## config.mk

```make
export PLATFORM = sky130hd
export DESIGN_NAME = sec_priv_access_filter
export DESIGN_NICKNAME = d
export VERILOG_FILES = /design/src/rtl/sec_priv_access_filter.sv
export SDC_FILE = /design/constraint.sdc
export NUM_CORES = 1
export LEC_CHECK = 0
export BUFFER_PORTS_ARGS = -buffer_cell sky130_fd_sc_hd__buf_2
export CORE_ASPECT_RATIO = 0.7
export CORE_MARGIN = 2
export CORE_UTILIZATION = 36
export CTS_BUF_LIST = sky130_fd_sc_hd__clkbuf_16
export CTS_CLUSTER_DIAMETER = 50
export DETAILED_ROUTE_END_ITERATION = 8
export PLACE_DENSITY_LB_ADDON = 0.25
export SLEW_MARGIN = 40
export SYNTH_ARGS = -nofsm -noshare
export SYNTH_HDL_FRONTEND = slang
export SYNTH_SLANG_ARGS = --single-unit
```

## constraint.sdc

```tcl
create_clock -name clk -period 1.75 [get_ports clk]
set_input_delay 0.0875 -clock clk [delete_from_list [all_inputs] [get_ports clk]]
set_output_delay 0.0875 -clock clk [all_outputs]
set_load 0.005 [all_outputs]
```

## src/rtl/sec_priv_access_filter.sv

```systemverilog
module sec_priv_access_filter #(
  parameter int DW = 32,
  parameter int ITEMS = 8,
  parameter int NREG = 4,
  parameter int AW = 8,
  parameter logic [NREG-1:0] OPEN_MASK = 4'b1000
) (
  input  logic                       clk,
  input  logic                       rst_n,
  input  logic                       sec_en,
  input  logic                       req_valid,
  input  logic                       req_write,
  input  logic [AW-1:0]              req_addr,
  input  logic [DW-1:0]              req_wdata,
  input  logic [DW/8-1:0]            req_strb,
  input  logic                       req_secure,
  input  logic                       req_priv,
  output logic                       rsp_valid,
  output logic [DW-1:0]              rsp_rdata,
  output logic [((NREG>1)?$clog2(NREG):1)-1:0] fn_addr,
  output logic                       fn_we,
  output logic [DW-1:0]              fn_wbe,
  output logic [DW-1:0]              fn_wdata,
  input  logic [DW-1:0]              fn_rdata
);
  localparam int FW = DW / ITEMS;
  localparam int IW = (NREG > 1) ? $clog2(NREG) : 1;

  logic [ITEMS-1:0] item_sec;
  logic             spriv, nspriv;
  logic [DW-1:0]    sec_bits, strb_bits, allow, rd_mux;
  logic             sel_sec, sel_priv, sel_fn, open_hit, ok_sec, ok_ns, sec_wr_ok;

  for (genvar b = 0; b < DW; b++) begin : g_bits
    assign sec_bits[b]  = sec_en & item_sec[b / FW];
    assign strb_bits[b] = req_strb[b / 8];
  end

  assign sel_sec  = req_addr == AW'(0);
  assign sel_priv = req_addr == AW'(1);
  assign sel_fn   = (req_addr >= AW'(2)) && (req_addr < AW'(NREG + 2));
  assign fn_addr  = IW'(req_addr - AW'(2));
  assign open_hit = sel_fn & OPEN_MASK[fn_addr];

  assign ok_sec = req_secure & (~spriv | req_priv);
  assign ok_ns  = ~nspriv | req_priv | (~req_write & open_hit);
  assign allow  = (sec_bits & {DW{ok_sec}}) | (~sec_bits & {DW{ok_ns}});

  assign fn_we    = req_valid & req_write & sel_fn;
  assign fn_wbe   = allow & strb_bits & {DW{fn_we}};
  assign fn_wdata = req_wdata;

  assign sec_wr_ok = sec_en & req_secure & (~spriv | req_priv);

  always_comb begin
    rd_mux = '0;
    if (sel_sec)       rd_mux = sec_en ? DW'(item_sec) : '0;
    else if (sel_priv) rd_mux = DW'({nspriv, spriv});
    else if (sel_fn)   rd_mux = fn_rdata & allow;
  end

  always_ff @(posedge clk or negedge rst_n) begin
    if (!rst_n) begin
      item_sec  <= '0;
      spriv     <= 1'b0;
      nspriv    <= 1'b0;
      rsp_valid <= 1'b0;
      rsp_rdata <= '0;
    end else begin
      rsp_valid <= req_valid;
      rsp_rdata <= (req_valid & ~req_write) ? rd_mux : '0;
      if (req_valid & req_write & sel_sec & sec_wr_ok)
        item_sec <= (item_sec & ~strb_bits[ITEMS-1:0]) | (req_wdata[ITEMS-1:0] & strb_bits[ITEMS-1:0]);
      if (req_valid & req_write & sel_priv & req_priv & req_strb[0]) begin
        nspriv <= req_wdata[1];
        if (req_secure) spriv <= req_wdata[0];
      end
    end
  end

  AST_RSP_NEXT: assert property (@(posedge clk) disable iff (!rst_n)
    req_valid |=> rsp_valid);
  AST_NS_NO_SEC_WBE: assert property (@(posedge clk) disable iff (!rst_n)
    (req_valid & ~req_secure) |-> ((fn_wbe & sec_bits) == '0));
  AST_SECCFG_OFF_ZERO: assert property (@(posedge clk) disable iff (!rst_n)
    (req_valid & ~req_write & sel_sec & ~sec_en) |=> (rsp_rdata == '0));
  AST_SECCFG_NS_HOLD: assert property (@(posedge clk) disable iff (!rst_n)
    (req_valid & req_write & sel_sec & ~req_secure) |=> $stable(item_sec));
  AST_SPRIV_GUARD: assert property (@(posedge clk) disable iff (!rst_n)
    (req_valid & req_write & sel_priv & ~(req_secure & req_priv)) |=> $stable(spriv));
  AST_NSPRIV_GUARD: assert property (@(posedge clk) disable iff (!rst_n)
    (req_valid & req_write & sel_priv & ~req_priv) |=> $stable(nspriv));
  AST_WBE_IN_STROBE: assert property (@(posedge clk) disable iff (!rst_n)
    (fn_wbe & ~strb_bits) == '0);
  AST_OOR_NO_WRITE: assert property (@(posedge clk) disable iff (!rst_n)
    (req_valid & (req_addr >= AW'(NREG + 2))) |-> !fn_we);
endmodule

```

; Word-level counts from Yosys, hierarchy flattened
; Index checks and enable logic that the tools add are counted.
[totals]
register_bits = 43
latch_bits = 0
ram_bits = 0
mem_bits_ro = 0
input_bits = 83
elab_cells = 58
memories = 0
[classes]
n_addsub = 1
multipliers = 0
div = 0
n_lt_le_gt_ge = 3
n_eq_ne = 1
n_shift = 0
muxes = 7
bitwise_logic = 38
n_reduce_logical = 3
[ops]
columns = operator, n
row1 = 32-bit AND, 5
row2 = 32-bit two-way mux, 4
row3 = 32-bit inverter, 1
row4 = 32-bit bitwise OR, 1
row5 = 1-bit AND, 21
row6 = 8-bit AND, 2
row7 = 8-bit by 1-bit equality test with 1-bit output (second input constant), 1
row8 = 8-bit by 2-bit greater-or-equal comparator with 1-bit output (second input constant), 1
row9 = 8-bit logical NOT, 1
row10 = 8-bit by 3-bit less-than comparator with 1-bit output (second input constant), 1
row11 = 8-bit two-way mux, 1
row12 = 8-bit inverter, 1
row13 = 8-bit bitwise OR, 1
row14 = 2-bit by 3-bit less-than comparator with 1-bit output (second input constant), 1
row15 = 1-bit inverter, 3
row16 = 1-bit bitwise OR, 3
row17 = 1-bit binary-select mux with 2-bit select, 1
row18 = 2-bit AND reduction, 1
row19 = 2-bit subtractor (second input constant), 1
row20 = 1-bit logical AND, 1
row21 = 1-bit two-way mux, 1

; Depth between registers and ports, before layout
[logic_depth]
word_depth = 13
mapped_depth = 7
ltp_nobuf = 4

; Worst setup path before layout
; OpenSTA, ideal clock, no wires.
[synth_timing]
kind = reg-to-reg
startpoint = register spriv
endpoint = register (tool-made name)
setup_time_ps = 125
t_arrival_ps = 1562
setup_slack_ps = 63
stages_incl_launch_ff = 7
n_path_buf = 2
path_cell_list = dfrtp_1 nand2b_1 clkbuf_1 and2_0 and4_1 buf_6 mux2_2
[synth_rtl]
columns = item, line
row1 = "start, declared", 30  ; logic spriv, nspriv;
row2 = "start signal, assigned", 76  ; if (req_secure) spriv <= req_wdata[0];

; Worst setup path in the final report
[layout_timing]
startpoint = register nspriv
endpoint = output fn_wbe[19]
[layout_via]
elab_chain_len = 7
[layout_lines]
columns = item, line
row1 = "start, declared", 30
row2 = "start signal, assigned", 75  ; nspriv <= req_wdata[1];
row3 = 1-bit inverter, 46  ; assign ok_ns = ~nspriv | req_priv | (~req_write & open_hit);
row4 = 1-bit bitwise OR (2 in a row), 46
row5 = 32-bit AND, 47  ; assign allow = (sec_bits & {DW{ok_sec}}) | (~sec_bits & {DW{ok_ns}});
row6 = 32-bit bitwise OR, 47
row7 = 32-bit AND (2 in a row), 50  ; assign fn_wbe = allow & strb_bits & {DW{fn_we}};
row8 = "end, declared", 22  ; output logic [DW-1:0] fn_wbe,
; Every way passes these cells.

==> summary.txt <==
1st-iter DRT viols: 85
N_diodes: 0
Setup TNS: 0 ns
Die Area: 7010 um^2
DRC viols: 0
CTS buffer count: 5
Clk sinks: 43
Final hold slack: 0.0257 ns
Post-synthesis sequential area ratio: 47.1%
Crit end category: output pin
Normalized max-slew margin: 64.4%
Met1 usage: 22.6%
Min Tclk post-route: 1.71 ns
Post-Syn Instances: 217
Mapped Area: 2280 um^2
Avg Cell Area, Syn: 10.5 um^2
First-pass GRT wire length: 8910 um
Nets@finish: 393
Setup CP Type: flip-flop to output pin
CP Max Fanout: 7
FFs w/ async S/R, synth: 100%
Worst Tran Pin Value: 0.534 ns
Most common cell after layout, fill and taps aside: buf_2
Synth Flop Type: dfrtp_1
HP Class: input port to flip-flop
Vias per Instance: 4.83
Dpl ws: 0.0259 ns
Clk_lat worst skew: 0.28 ns
Crit path cell chain: nand2b_1, a41oi_2, buf_6, a21oi_4, and3_4, buf_2
Die height: 70.6 um
Number of I/O pins: 183
Met3 usage: 4.64%
Hpwl dp: 4740 um
Cell depth of the worst flop-to-flop path: 5
Peak Freq: 583 MHz
Final hold vios: 0
Reg clk slew, reported paths: 0.06 ns
Final non-filler cell total: 389
Hold Path Depth: 2
Syn Nets: 300
Rows: 24
Layout Utilization: 48.1%
Commonest non-fill, non-tap cells in the layout: buf_2, dfrtp_1, and3_1
Detailed-route wire length: 6000 um
RSZ-0062 raised after global routing: yes
Initial core utilization: 36.9%
YS warnings: 0
Pin count of the biggest net entering global routing: 23
Placed Area: 2720 um^2
Antenna Violating Nets Remaining: 0
Crit-path max cell delay: 0.39 ns
Final GP Congestion: 0.860
Final worst slack: 0.0352 ns
HP Start: fn_rdata[7]
Launch point of the worst reg-to-reg path: spriv
Tcrit/Tclk final: 98.0%
Multi-input gate area: 818 um^2
Number of synthesized flops with an enable pin: 0
GR peak layer: met2
Placed Instances: 380
Synthesis-stage register bit count: 43
Core Area: 6190 um^2
CTS tree: yes
WL per Instance: 15.4 um
GR Layer Usage met2: 25.8%
Max_cap viols: 0
FF+latch area: 1080 um^2
Fin area: 2980 um^2
CP max stage cell: dfrtp_1
Port buffer count: 134
Total Routing Usage GR: 16.2%
CTS Buffer Depth: 2
Outcome: completed
PnR Total Power: 2.04 mW
Fillcell total: 593
Leakage: 1.78 nW
Vias in the first global route: 1767
P&R area growth vs syn: 30.4%
Gr ovfl total: 0
Critical path's top delay family: flip-flops
Share of cells above drive strength 1: 60.1%
Chip Width: 99.2 um
Slew Viols, Final: 0
Setup crit start kind: flip-flop
Pwr dens: 687 nW/um^2
Endpoint, Worst Hold: rsp_rdata[7]
Clock Tree Root: clkbuf_16
Peak supply drop: 0.000356 V
Setup Skew: 0.00234 ns
CP Data Required Time: 1.66 ns
Data arrival, critical path: 1.63 ns
Vias after detailed routing: 1879
First-pass DRT Iterations: 4
H-tree Lvls: 2
Initial antenna violation count: 0
Worst reg2reg setup slack: 0.22 ns
Setup violators final: 0
Library cells used by synthesis: 29
Crit path buffers/inverters: 2
-- final cells by class --
class	instances	share of cell area [%]
Sequential cell	43	36.1
Multi-Input combinational cell	107	27.5
Timing Repair Buffer	151	28.1
Inverter	2	0.252
Clock buffer	5	4.20
Clock inverter	3	0.546
Tap cell	78	3.28
-- Yosys cell counts (all sizes together) (3+ instances only) --
master	instances	area [um^2]
a21oi	14	70.1
a22o	4	35.0
and3	34	213
buf	58	439
clkbuf	7	26.3
dfrtp	43	1080
mux2	12	135
nand2	11	41.3
nand2b	3	18.8
nand3	3	15.0
nor2	4	15.0
o2111ai	4	35.0
-- worst reg2reg max path, stage by stage (launching register included) --
cell and delay, ns:
dfrtp_1 0.39, nand2b_1 0.16, and2_0 0.17, and4_1 0.19, buf_4 0.17, mux2_2 0.35
-- cells by family after synthesis --
| kind of cell | share of synthesized area [%] |
|---|---|
| AOI/OAI and AO/OA | 8.16 |
| xor gates and xnor gates | 0.384 |
| buffers and inverters | 20.7 |
| DFF | 47.1 |
| muxes | 5.92 |
| and+or+nand+nor | 17.7 |
-- power by group --
group | switching, mW | internal [mW]
clock network | 0.362 | 0.520
logic | 0.0821 | 0.0799
registers | 0.00147 | 0.998
total | 0.446 | 1.60
-- how the worst max path moves through the flow --
| stage | start | endpoint | slack (ns) | cells past startpoint |
|---|---|---|---|---|
| finish | nspriv | fn_wbe[19] | 0.04 | 6 |
| CTS | nspriv | fn_wbe[25] | -0.06 | 6 |
| floorplan | spriv | flip-flop | 0.06 | 6 |
| global route | nspriv | fn_wbe[18] | -0.05 | 6 |
| detailed placement | req_addr[2] | flip-flop | 0.03 | 6 |
| global placement | req_addr[2] | flip-flop | 0.04 | 6 |
-- metal layers --
| metal | vias to the layer above | wire length (um) |
|---|---|---|
| met4 | 0 | 46 |
| met3 | 10 | 476 |
| li1 | 887 | - |
| met5 | - | 0 |
| met2 | 96 | 2690 |
| met1 | 886 | 2790 |
-- what timing repair did --
item | in CTS | in global routing
setup endpoints to repair | 16 | 32
buffers inserted | 0 | 0
pin swaps | 0 | 1
resized for setup | 2 | 21
endpoints found under the hold margin | 22 | 0
hold buffers | 2 | 0
Note: power is estimated with default switching activity, not from simulation.
